[src/rtl/tmr_pkg.sv]
package tmr_pkg;
    typedef enum logic [1:0] {
        MODE_STOP = 2'd0,
        MODE_UP   = 2'd1,
        MODE_RSV2 = 2'd2,
        MODE_RSV3 = 2'd3
    } mode_e;

    localparam logic [1:0] ADDR_CTRL  = 2'd0;
    localparam logic [1:0] ADDR_CCTL  = 2'd1;
    localparam logic [1:0] ADDR_LIMIT = 2'd2;
    localparam logic [1:0] ADDR_COUNT = 2'd3;

    localparam int CLR_BIT     = 6;
    localparam int OVF_IE_BIT  = 7;
    localparam int OVF_FLG_BIT = 8;
    localparam int CMP_IE_BIT  = 0;
    localparam int CMP_FLG_BIT = 1;

    typedef struct packed {
        logic       ovf_flag;
        logic       ovf_ie;
        mode_e      mode;
        logic [1:0] div;
        logic [1:0] src;
    } ctrl_t;
endpackage

[src/rtl/tmr_prescaler.sv]
module tmr_prescaler #(
    parameter int N_SRC = 2,
    parameter int DIV_W = 2
) (
    input  logic             clk_i,
    input  logic             rst_i,
    input  logic [N_SRC-1:0] src_i,
    input  logic [1:0]       sel_i,
    input  logic [DIV_W-1:0] div_i,
    input  logic             run_i,
    input  logic             clr_i,
    output logic             tick_o
);
    localparam int PS_W = (1 << DIV_W) - 1;

    typedef struct packed {
        logic [PS_W-1:0] pcnt;
    } ps_state_t;

    ps_state_t st_d, st_q;
    logic src_hit;
    logic [PS_W-1:0] lim;

    always_comb begin
        src_hit = 1'b0;
        for (int i = 0; i < N_SRC; i++) begin
            if (sel_i == 2'(i)) src_hit = src_i[i];
        end
    end

    always_comb begin
        lim    = (PS_W'(1) << div_i) - PS_W'(1);
        st_d   = st_q;
        tick_o = 1'b0;
        if (clr_i) begin
            st_d.pcnt = '0;
        end else if (run_i && src_hit) begin
            if (st_q.pcnt >= lim) begin
                st_d.pcnt = '0;
                tick_o    = 1'b1;
            end else begin
                st_d.pcnt = st_q.pcnt + PS_W'(1);
            end
        end
    end

    always_ff @(posedge clk_i) begin
        if (rst_i) st_q <= '0;
        else       st_q <= st_d;
    end

    // a clear restarts the prescaler
    p_clr_prescale_r5: assert property (@(posedge clk_i) disable iff (rst_i)
        clr_i |=> st_q.pcnt == '0);
    // without a running source tick the prescaler holds
    p_ps_hold_r6: assert property (@(posedge clk_i) disable iff (rst_i)
        (!run_i && !clr_i) |=> $stable(st_q.pcnt));
endmodule

[src/rtl/tmr_counter.sv]
module tmr_counter #(
    parameter int CNT_W = 16
) (
    input  logic             clk_i,
    input  logic             rst_i,
    input  logic             tick_i,
    input  logic             clr_i,
    input  logic [CNT_W-1:0] cmp_i,
    output logic [CNT_W-1:0] cnt_o,
    output logic             hit_o,
    output logic             wrap_o
);
    typedef struct packed {
        logic [CNT_W-1:0] cnt;
    } cnt_state_t;

    cnt_state_t st_d, st_q;

    always_comb begin
        st_d   = st_q;
        hit_o  = 1'b0;
        wrap_o = 1'b0;
        if (clr_i) begin
            st_d.cnt = '0;
        end else if (tick_i) begin
            wrap_o   = (st_q.cnt == cmp_i);
            st_d.cnt = wrap_o ? '0 : st_q.cnt + CNT_W'(1);
            hit_o    = (st_d.cnt == cmp_i);
        end
    end

    always_ff @(posedge clk_i) begin
        if (rst_i) st_q <= '0;
        else       st_q <= st_d;
    end

    assign cnt_o = st_q.cnt;

    // a tick at the limit returns the count to zero
    p_wrap_zero_r8: assert property (@(posedge clk_i) disable iff (rst_i)
        (tick_i && !clr_i && st_q.cnt == cmp_i) |=> st_q.cnt == '0);
    // no tick and no clear keeps the count
    p_cnt_hold_r6: assert property (@(posedge clk_i) disable iff (rst_i)
        (!tick_i && !clr_i) |=> $stable(st_q.cnt));
endmodule

[src/rtl/tmr_uptimer.sv]
module tmr_uptimer
    import tmr_pkg::*;
#(
    parameter int CNT_W = 16,
    parameter int N_SRC = 2
) (
    input  logic             clk_i,
    input  logic             rst_i,
    input  logic [N_SRC-1:0] tick_src_i,
    input  logic             wr_en_i,
    input  logic [1:0]       wr_addr_i,
    input  logic [CNT_W-1:0] wr_data_i,
    input  logic [1:0]       rd_addr_i,
    output logic [CNT_W-1:0] rd_data_o,
    input  logic             cmp_ack_i,
    output logic             irq_cmp_o,
    output logic             irq_ovf_o
);
    localparam int DIV_W  = 2;
    localparam int CTRL_W = $bits(ctrl_t);

    typedef struct packed {
        ctrl_t            ctrl;
        logic             cmp_ie;
        logic             cmp_flag;
        logic [CNT_W-1:0] limit;
    } regs_t;

    regs_t r_d, r_q;
    logic wr_ctrl, wr_cctl, wr_lim, clr, run, tick, hit, wrap;
    logic [CNT_W-1:0] cnt;

    always_comb begin
        wr_ctrl = wr_en_i && (wr_addr_i == ADDR_CTRL);
        wr_cctl = wr_en_i && (wr_addr_i == ADDR_CCTL);
        wr_lim  = wr_en_i && (wr_addr_i == ADDR_LIMIT);
        clr     = wr_ctrl && wr_data_i[CLR_BIT];
        run     = (r_q.ctrl.mode == MODE_UP);
    end

    tmr_prescaler #(.N_SRC(N_SRC), .DIV_W(DIV_W)) u_ps (
        .clk_i  (clk_i),
        .rst_i  (rst_i),
        .src_i  (tick_src_i),
        .sel_i  (r_q.ctrl.src),
        .div_i  (r_q.ctrl.div),
        .run_i  (run),
        .clr_i  (clr),
        .tick_o (tick)
    );

    tmr_counter #(.CNT_W(CNT_W)) u_cnt (
        .clk_i  (clk_i),
        .rst_i  (rst_i),
        .tick_i (tick),
        .clr_i  (clr),
        .cmp_i  (r_q.limit),
        .cnt_o  (cnt),
        .hit_o  (hit),
        .wrap_o (wrap)
    );

    always_comb begin
        r_d = r_q;
        if (wr_ctrl) begin
            r_d.ctrl.src    = wr_data_i[1:0];
            r_d.ctrl.div    = wr_data_i[3:2];
            r_d.ctrl.mode   = mode_e'(wr_data_i[5:4]);
            r_d.ctrl.ovf_ie = wr_data_i[OVF_IE_BIT];
            r_d.ctrl.ovf_flag = wr_data_i[OVF_FLG_BIT];
        end
        if (wrap) r_d.ctrl.ovf_flag = 1'b1;

        if (wr_cctl) begin
            r_d.cmp_ie   = wr_data_i[CMP_IE_BIT];
            r_d.cmp_flag = wr_data_i[CMP_FLG_BIT];
        end else if (cmp_ack_i) begin
            r_d.cmp_flag = 1'b0;
        end
        if (hit) r_d.cmp_flag = 1'b1;

        if (wr_lim) r_d.limit = wr_data_i;
    end

    always_ff @(posedge clk_i) begin
        if (rst_i) r_q <= '0;
        else       r_q <= r_d;
    end

    always_comb begin
        case (rd_addr_i)
            ADDR_CTRL:  rd_data_o = CNT_W'({r_q.ctrl.ovf_flag, r_q.ctrl.ovf_ie, 1'b0,
                                            r_q.ctrl.mode, r_q.ctrl.div, r_q.ctrl.src});
            ADDR_CCTL:  rd_data_o = CNT_W'({r_q.cmp_flag, r_q.cmp_ie});
            ADDR_LIMIT: rd_data_o = r_q.limit;
            default:    rd_data_o = cnt;
        endcase
    end

    assign irq_cmp_o = r_q.cmp_flag & r_q.cmp_ie;
    assign irq_ovf_o = r_q.ctrl.ovf_flag & r_q.ctrl.ovf_ie;

    initial begin
        assert (CNT_W >= CTRL_W + 1) else $error("CNT_W too narrow for control word");
        assert (N_SRC >= 1 && N_SRC <= 4) else $error("N_SRC out of range");
    end

    // an acknowledge alone clears the compare flag
    p_ack_clears_r11: assert property (@(posedge clk_i) disable iff (rst_i)
        (cmp_ack_i && !wr_cctl && !hit) |=> !r_q.cmp_flag);
    // the rollover flag survives anything but a control write
    p_ovf_sticky_r11: assert property (@(posedge clk_i) disable iff (rst_i)
        (r_q.ctrl.ovf_flag && !wr_ctrl) |=> r_q.ctrl.ovf_flag);
    // outside up mode the count does not move without a clear
    p_stop_hold_r6: assert property (@(posedge clk_i) disable iff (rst_i)
        (!run && !clr) |=> $stable(cnt));
    // the compare flag rises only with the count at the limit
    p_cmp_rise_r7: assert property (@(posedge clk_i) disable iff (rst_i)
        (!r_q.cmp_flag && !wr_cctl && !wr_lim && hit) |=> (r_q.cmp_flag && cnt == r_q.limit));
endmodule

[config.mk]
export PLATFORM = sky130hd
export DESIGN_NAME = tmr_uptimer
export DESIGN_NICKNAME = d
export VERILOG_FILES = /design/src/rtl/tmr_pkg.sv /design/src/rtl/tmr_prescaler.sv /design/src/rtl/tmr_counter.sv /design/src/rtl/tmr_uptimer.sv
export SDC_FILE = /design/constraint.sdc
export NUM_CORES = 1
export LEC_CHECK = 0
export ABC_CLOCK_PERIOD_IN_PS = 3730
export BUFFER_PORTS_ARGS = -buffer_cell sky130_fd_sc_hd__buf_4
export CAP_MARGIN = 5
export CORE_ASPECT_RATIO = 2
export CORE_MARGIN = 5
export CORE_UTILIZATION = 30
export CTS_CLUSTER_SIZE = 14
export DETAILED_ROUTE_END_ITERATION = 10
export SLEW_MARGIN = 20
export SYNTH_ARGS = -nofsm -noshare
export SYNTH_HDL_FRONTEND = slang
export SYNTH_SLANG_ARGS = --single-unit
[constraint.sdc]
create_clock -name clk_i -period 3.73 [get_ports clk_i]
set_input_delay 0.5595 -clock clk_i [delete_from_list [all_inputs] [get_ports clk_i]]
set_output_delay 0.5595 -clock clk_i [all_outputs]
set_load 0.01 [all_outputs]
==> results.rst, run 1 <==
.. list-table::
   :header-rows: 1

   * - Metric
     - Value
   * - Fraction of final layout cells with drive strength greater than 1
     - 19.4%
   * - CTS max path bufs
     - 2
   * - Average cell area after synthesis
     - 8.09 sq um
   * - Pin count of the biggest net entering global routing
     - 35
   * - Number of unique standard cell types used by synthesis
     - 57
   * - Setup Crit Path Kind
     - reg2reg
   * - Iteration-0 DRC count of the detailed router
     - 139
   * - Cell types occupying the most area after synthesis
     - sky130_fd_sc_hd__dfxtp_1 29%, sky130_fd_sc_hd__xnor2_1 7.2%, sky130_fd_sc_hd__a21oi_1 6.5%, sky130_fd_sc_hd__mux2i_1 5.4%, sky130_fd_sc_hd__nand2_1 5.1%
   * - Setup violations, final
     - 0
   * - # Post-CTS Setup Buffers
     - 0
   * - Total global-route track usage
     - 17.0%
   * - Post-synthesis sequential area ratio
     - 28.5%
   * - Synthesized net count
     - 421
   * - Total Power
     - 1.19 mW
   * - Hold Crit Start
     - u_ps.st_q[1]
   * - Post-Layout Inst Area
     - 3680 sq um
   * - Clock edge transition at the registers on the reported setup and hold paths
     - 0.07 ns
   * - ANT cells
     - 0
   * - Post-synthesis async set-or-reset flop share
     - 0%
   * - Die Span X
     - 82.5 um
   * - Fraction of the cycle the final worst path needs
     - 83.9%
   * - Area growth syn-to-layout
     - 16.7%
   * - Fraction of synthesized cell area taken by the top area cell type
     - 28.5%
   * - Worst slack after detailed placement
     - 0.652 ns
   * - IR drop worst, VDD
     - 0.222 mV
   * - Data required, critical path
     - 3.94 ns
   * - Launching instance or port of the critical path
     - u_cnt.cnt_o[0]
   * - Max-cap violation count
     - 0
   * - Remaining routing DRC violations
     - 0
   * - Number of antenna violations at the first check in global routing
     - 0
   * - Max-slew headroom
     - 29.3%
   * - Routed wire per std cell
     - 19.1 um
   * - Area post-placement
     - 3530 sq um
   * - Final worst slack
     - 0.601 ns
   * - Effective utilization at floorplan
     - 30.3%
   * - Depth of the CTS H-tree
     - 2
   * - Type of the worst min-delay path
     - reg2reg
   * - Number of slew-limit violations in the final report
     - 0
   * - Overall die area
     - 12800 sq um
   * - Synth warn
     - 0
   * - CP max FO
     - 10
   * - Height of the die
     - 155 um
   * - Total clock buffers created by CTS
     - 5
   * - Number of buffers added to fix hold violations after cts
     - 0
   * - Number of gates resized after cts
     - 0
   * - Wire length of the first global-routing pass
     - 15.9 mm
   * - EDFF count, synth
     - 0
   * - Final critical delay including setup and external delays
     - 3.13 ns
   * - Later-pin clock latency in the skew report
     - 0.29 ns
   * - Antenna viol nets, final
     - 0
   * - Lkg Pwr
     - 1.42 nW
   * - Yosys top cell by area
     - sky130_fd_sc_hd__dfxtp_1
   * - Final routed wirelength across all metal layers
     - 10.5 mm
   * - Worst endpoint data arrival time
     - 3.33 ns
   * - Primary flip-flop cell chosen by synthesis mapping
     - sky130_fd_sc_hd__dfxtp_1
   * - Avg Vias per Cell
     - 5.42
   * - Post-Syn Instances
     - 390
   * - Worst hold margin
     - 0.500 ns
   * - TNS Setup
     - 0 ns
   * - Vias post-DR
     - 2981
   * - Number of global-route vias before repair
     - 3071
   * - Port buffer count
     - 43
   * - Beginning of the worst register-to-register path
     - u_cnt.cnt_o[0]
   * - CTS root buffer
     - sky130_fd_sc_hd__clkbuf_16
   * - Launching element type of the critical path
     - register
   * - Worst-Margin Slew
     - 1.06 ns
   * - Clk_skew
     - 0.00468 ns
   * - Total congestion overflow
     - 0
   * - Last weighted congestion value of the routability-driven placer
     - 0.896
   * - Clk sinks
     - 45
   * - Critical Path Sink Type
     - register
   * - RSZ-0062 raised after global routing
     - false
   * - Layout Nets
     - 443
   * - Result of the run
     - finished clean
   * - Placeable Area
     - 10400 sq um
   * - CTS tree
     - done
   * - Synth Cell Area
     - 3160 sq um
   * - Final number of hold-violating endpoints
     - 0
   * - Max Fclk
     - 0.320 GHz
   * - Total iterations of the first detailed-routing run
     - 4
   * - Final HPWL from detailed placement
     - 8.20 mm
   * - Standard-cell row count
     - 53
   * - Io pins
     - 44
   * - Count of state elements after synthesis
     - 45
   * - Pwr/cell area
     - 323 nW/um^2
==> through the flow <==
stage,utilization (%),std cells
6_report,35.4,550
3_5_place_dp,34.0,542
2_1_floorplan,-,390
3_3_place_gp,34.0,542
5_1_grt,35.4,550
4_1_cts,35.4,550
==> cells in the mapped netlist, drive strengths merged (3+ instances only) <==
library cell / instances
nand2: 43
o221a: 8
xnor2: 26
a21oi: 41
mux2i: 17
nand3: 10
nand4: 10
nand3b: 4
and3: 3
nor4: 4
a22o: 6
dfxtp: 45
clkbuf: 19
inv: 6
nor2b: 10
mux2: 7
ha: 5
buf: 14
nor2: 41
xor2: 10
nor3: 6
a21o: 4
o21ai: 16
==> cells by family after synthesis <==
family	share of synthesized area [%]
AND/OR/NAND/NOR	24.6
XOR/XNOR	10.7
adder cells (fa/ha/maj)	1.98
AO/OA/AOI/OAI	18.8
flip-flops	28.5
buffers and inverters	5.99
multiplexers	9.44
==> cells in the final DEF (no fill, tap or decap), types with 2 or more instances in the layout <==
master,netlist,final
sky130_fd_sc_hd__o21ai_0,16,16
sky130_fd_sc_hd__nand2_1,43,43
sky130_fd_sc_hd__a31oi_1,2,2
sky130_fd_sc_hd__and3_1,3,3
sky130_fd_sc_hd__ha_1,5,5
sky130_fd_sc_hd__mux2_2,7,7
sky130_fd_sc_hd__a22o_1,6,6
sky130_fd_sc_hd__a21oi_1,41,41
sky130_fd_sc_hd__nand3b_1,4,4
sky130_fd_sc_hd__nor3_1,6,6
sky130_fd_sc_hd__nand2b_1,2,2
sky130_fd_sc_hd__nor4_4,1,2
sky130_fd_sc_hd__and4_1,2,2
sky130_fd_sc_hd__or4_1,2,2
sky130_fd_sc_hd__dfxtp_1,45,45
sky130_fd_sc_hd__and2_1,2,2
sky130_fd_sc_hd__mux2i_1,17,17
sky130_fd_sc_hd__nor2_1,41,41
sky130_fd_sc_hd__or2_2,2,2
sky130_fd_sc_hd__xnor2_1,26,26
sky130_fd_sc_hd__xor2_1,10,10
sky130_fd_sc_hd__nor2b_1,10,10
sky130_fd_sc_hd__nand3_1,10,10
sky130_fd_sc_hd__nand4_4,2,2
sky130_fd_sc_hd__a2111o_1,2,2
sky130_fd_sc_hd__a21o_1,4,4
sky130_fd_sc_hd__buf_4,9,48
sky130_fd_sc_hd__inv_1,6,6
sky130_fd_sc_hd__nand4_1,7,7
sky130_fd_sc_hd__nor4_1,2,2
sky130_fd_sc_hd__clkbuf_16,0,5
sky130_fd_sc_hd__o22ai_1,2,2
sky130_fd_sc_hd__o221a_2,8,8
==> registers in the layout, indices dropped and copies added, names as in the netlist <==
register and flops:
r_q 26, u_cnt.cnt_o 16, u_ps.st_q 3
==> routing by layer <==
metal	global-route usage [%]	share of wire, %
met1	14.3	31
met2	32.8	58
met3	1.68	2.9
met4	14.2	8.0
met5	0	0
==> worst paths after layout <==
kind | to | slack (ns) | depth (start not counted)
max | r_q[16] | 0.60 | 7
max reg2reg | r_q[16] | 0.60 | 7
min | u_ps.st_q[1] | 0.50 | 2
min reg2reg | u_ps.st_q[1] | 0.50 | 2
==> where the power goes <==
part | internal [mW] | switching [mW]
logic | 0.0893 | 0.121
registers | 0.493 | 0.0235
clock network | 0.250 | 0.212
==> worst max-delay path, stage by stage, from the launching register on <==
cell and delay, ns:
sky130_fd_sc_hd__dfxtp_1 0.58, sky130_fd_sc_hd__nand4_4 0.21, sky130_fd_sc_hd__nor4_4 0.40, sky130_fd_sc_hd__xnor3_1 0.26
sky130_fd_sc_hd__or4_1 0.52, sky130_fd_sc_hd__a2111o_1 0.42, sky130_fd_sc_hd__a2111o_1 0.40, sky130_fd_sc_hd__o31ai_1 0.24
==> area by class of cell <==
type | instances | area, sq um
Sequential cell | 45 | 901
Inverter | 6 | 22.5
Fill cell | 1133 | 6730
Clock buffer | 5 | 125
Tap cell | 137 | 171
Clock inverter | 3 | 21.3
Multi-Input combinational cell | 306 | 2080
Timing Repair Buffer | 48 | 360
No activity file was read; power rests on OpenSTA's default activity.
==> run 2: changes to the inputs <==
--- a/config.mk
+++ b/config.mk
@@ -5,7 +5,7 @@
 export SDC_FILE = /design/constraint.sdc
 export NUM_CORES = 1
 export LEC_CHECK = 0
-export ABC_CLOCK_PERIOD_IN_PS = 3730
+export ABC_CLOCK_PERIOD_IN_PS = 3100
 export BUFFER_PORTS_ARGS = -buffer_cell sky130_fd_sc_hd__buf_4
 export CAP_MARGIN = 5
 export CORE_ASPECT_RATIO = 2
==> constraint.sdc (replaced) <==
create_clock -name clk_i -period 3.1 [get_ports clk_i]
set_input_delay 0.465 -clock clk_i [delete_from_list [all_inputs] [get_ports clk_i]]
set_output_delay 0.465 -clock clk_i [all_outputs]
set_load 0.01 [all_outputs]
==> run 2 against run 1 <==
  * Register-to-register slack worse by 0.34 ns
  * Design area up 4.2%
  * First-iteration DRC count down 4.3%
  * Sequential share of layout area down 0.98 points
  * Largest power group is now clock
  * Sequential cell count unchanged
  * Sequential power up 19%
  * Clock power up 37%
  * Final cell count up 3.1%
  * Die area unchanged
  * Clock-buffer cell count unchanged
  * Clock skew up 0.0037 ns
==> results.rst, run 2 (synthesis results as in run 1) <==
.. list-table::
   :header-rows: 1

   * - Metric
     - Value
   * - Non-filler instance count after layout
     - 567 (+3.1%)
   * - Comb pwr share
     - 17.5% (-0.2 points)
   * - Met2 usage in global routing
     - 32.7% (-0.15 points)
   * - Iteration-0 DRC count of the detailed router
     - 133 (-4.3%)
   * - Port buffer count
     - 43 (unchanged)
   * - Layout Nets
     - 460 (+3.8%)
   * - Worst hold path depth
     - 3 (+1)
   * - CTS max path bufs
     - 2 (unchanged)
   * - Worst slack after detailed placement
     - 0.251 ns (-0.401 ns)
   * - Vias post-DR
     - 3019 (+1.3%)
   * - Antenna viol nets, final
     - 0 (unchanged)
   * - Post-Layout Inst Area
     - 3830 sq um (+4.2%)
   * - Switch Pwr
     - 0.417 mW (+17%)
   * - Number of antenna violations at the first check in global routing
     - 0 (unchanged)
   * - CP max FO
     - 5 (-5)
   * - Final worst slack
     - 0.258 ns (-0.343 ns)
   * - Number of gates resized after cts
     - 0 (unchanged)
   * - Final HPWL from detailed placement
     - 8.00 mm (-2.4%)
   * - P_int
     - 1.09 mW (+31%)
   * - Depth of the CTS H-tree
     - 2 (unchanged)
   * - Most flops, register
     - r_q
   * - Most common cell after layout, fill and taps aside
     - sky130_fd_sc_hd__buf_4
   * - Clk_skew
     - 0.00842 ns (+0.00373 ns)
   * - Max-slew headroom
     - 39.8% (+11 points)
   * - Lkg Pwr
     - 1.53 nW (+7.5%)
   * - Number of global-route vias before repair
     - 3139 (+2.2%)
   * - Height of the die
     - 155 um (unchanged)
   * - Setup violations, final
     - 0 (unchanged)
   * - Clock edge transition at the registers on the reported setup and hold paths
     - 0.07 ns (about the same)
   * - Number of buffers added to fix hold violations after cts
     - 0 (unchanged)
   * - Worst endpoint data arrival time
     - 3.04 ns (-0.29 ns)
   * - Total iterations of the first detailed-routing run
     - 4 (unchanged)
   * - Standard-cell row count
     - 53 (unchanged)
   * - Launching element type of the critical path
     - register
   * - Later-pin clock latency in the skew report
     - 0.29 ns (about the same)
   * - Setup Crit Path Kind
     - reg2reg
   * - Share of power burned in the clock network
     - 41.9% (+3.1 points)
   * - Total clock buffers created by CTS
     - 5 (unchanged)
   * - Fraction of final layout cells with drive strength greater than 1
     - 22.6% (+3.2 points)
   * - Total congestion overflow
     - 0 (unchanged)
   * - Effective utilization at floorplan
     - 30.3% (unchanged)
   * - Worst hold margin
     - 0.420 ns (-0.0804 ns)
   * - CTS tree
     - done
   * - TNS Setup
     - 0 ns (unchanged)
   * - Io pins
     - 44 (unchanged)
   * - Total global-route track usage
     - 16.3% (-0.63 points)
   * - Max-cap violation count
     - 0 (unchanged)
   * - Critical Path Sink Type
     - register
   * - Area growth syn-to-layout
     - 21.5%
   * - Pin count of the biggest net entering global routing
     - 35 (unchanged)
   * - Final routed wirelength across all metal layers
     - 10.1 mm (-3.9%)
   * - Top Usage Layer GRT
     - met2
   * - Global-route track usage on met3
     - 1.45% (-0.23 points)
   * - Met1 Resource Use GR
     - 14.6% (+0.30 points)
   * - Fraction of the cycle the final worst path needs
     - 91.7% (+7.8 points)
   * - Commonest cells after routing, fill and taps aside
     - 65 x sky130_fd_sc_hd__buf_4, 45 x sky130_fd_sc_hd__dfxtp_1, 43 x sky130_fd_sc_hd__nand2_1
   * - Max Fclk
     - 0.352 GHz (+10%)
   * - Final number of hold-violating endpoints
     - 0 (unchanged)
   * - Type of the worst min-delay path
     - in2reg
   * - IR drop worst, VDD
     - 0.255 mV (+15%)
   * - Data required, critical path
     - 3.30 ns (-0.64 ns)
   * - Number of fillers in the final layout
     - 1105 (-2.5%)
   * - Switching share of power
     - 27.6% (-2.4 points)
   * - Remaining routing DRC violations
     - 0 (unchanged)
   * - Routed wire per std cell
     - 17.8 um (-6.8%)
   * - CTS root buffer
     - sky130_fd_sc_hd__clkbuf_16
   * - Max reg flops
     - 26 (unchanged)
   * - Worst-case reg-to-reg path depth
     - 7 (unchanged)
   * - Clk sinks
     - 45 (unchanged)
   * - Worst-Margin Slew
     - 0.903 ns (-0.158 ns)
   * - Die Span X
     - 82.5 um (unchanged)
   * - RSZ-0062 raised after global routing
     - false
   * - Wire length of the first global-routing pass
     - 15.7 mm (-1.3%)
   * - Final critical delay including setup and external delays
     - 2.84 ns (-0.287 ns)
   * - Pwr/cell area
     - 393 nW/um^2 (+22%)
   * - Last weighted congestion value of the routability-driven placer
     - 0.915 (+2.1%)
   * - Number of instances in the placed design
     - 559 (+3.1%)
   * - Number of slew-limit violations in the final report
     - 0 (unchanged)
   * - Avg Vias per Cell
     - 5.32 (-1.8%)
   * - Overall die area
     - 12800 sq um (unchanged)
   * - Share of total power in sequential cells
     - 40.6% (-2.8 points)
   * - Area post-placement
     - 3660 sq um (+3.6%)
   * - Placeable Area
     - 10400 sq um (unchanged)
   * - # Post-CTS Setup Buffers
     - 0 (unchanged)
   * - Result of the run
     - finished clean
   * - ANT cells
     - 0 (unchanged)
## run 2: cell types whose count changed in the layout (fill, tap and decap cells not counted)
cell	delta
sky130_fd_sc_hd__buf_4	+17
sky130_fd_sc_hd__inv_6	+1
sky130_fd_sc_hd__clkinv_2	-1
sky130_fd_sc_hd__bufinv_16	+1
sky130_fd_sc_hd__clkinvlp_4	-1
## run 2: path summary, 6_finish.rpt
check,start,slack (ns),endpoint
worst min-delay path,wr_data_i[5],0.42,r_q[23]
worst max-delay path,u_cnt.cnt_o[0],0.26,r_q[16]
worst max register to register,u_cnt.cnt_o[0],0.26,r_q[16]
worst min register to register,u_ps.st_q[1],0.49,u_ps.st_q[1]
## run 2: cell type report
type	count	area, sq um	share of cell area [%]
Multi-Input combinational cell	306	2080	54.2
Sequential cell	45	901	23.5
Timing Repair Buffer	65	488	12.7
Tap cell	137	171	4.47
Clock buffer	5	125	3.26
Clock inverter	3	47.5	1.24
Inverter	6	22.5	0.587
## run 2: layer usage
| metal | vias to the layer above | part of all wire (%) | routed length (um) |
|---|---|---|---|
| met5 | - | 0 | 0 |
| li1 | 1462 | - | - |
| met2 | 75 | 59 | 5980 |
| met3 | 38 | 2.5 | 255 |
| met4 | 0 | 5.6 | 564 |
| met1 | 1444 | 32 | 3270 |
## run 2: worst max-delay path, cell delays in order (launching register included)
cell                       delay, ns
sky130_fd_sc_hd__dfxtp_1        0.40
sky130_fd_sc_hd__nand4_4        0.14
sky130_fd_sc_hd__nor4_4         0.41
sky130_fd_sc_hd__xnor3_1        0.26
sky130_fd_sc_hd__or4_1          0.47
sky130_fd_sc_hd__a2111o_1       0.41
sky130_fd_sc_hd__a2111o_1       0.40
sky130_fd_sc_hd__o31ai_1        0.25
## run 2: power by group through the flow
stage | Combinational, mW | Clock [mW] | Sequential [mW]
CTS | 0.264 | 0.643 | 0.613
detailed placement | 0.263 | 0 | 0.626
finish | 0.264 | 0.633 | 0.613
global route | 0.290 | 0.671 | 0.614
floorplan | 0.177 | 0 | 0.618
global placement | 0.260 | 0 | 0.625
## run 2: per-stage QoR
step	util [%]	power [mW]
floorplan	-	0.795
global placement	35.2	0.885
detailed placement	35.2	0.889
CTS	36.8	1.52
global route	36.8	1.58
finish	36.8	1.51
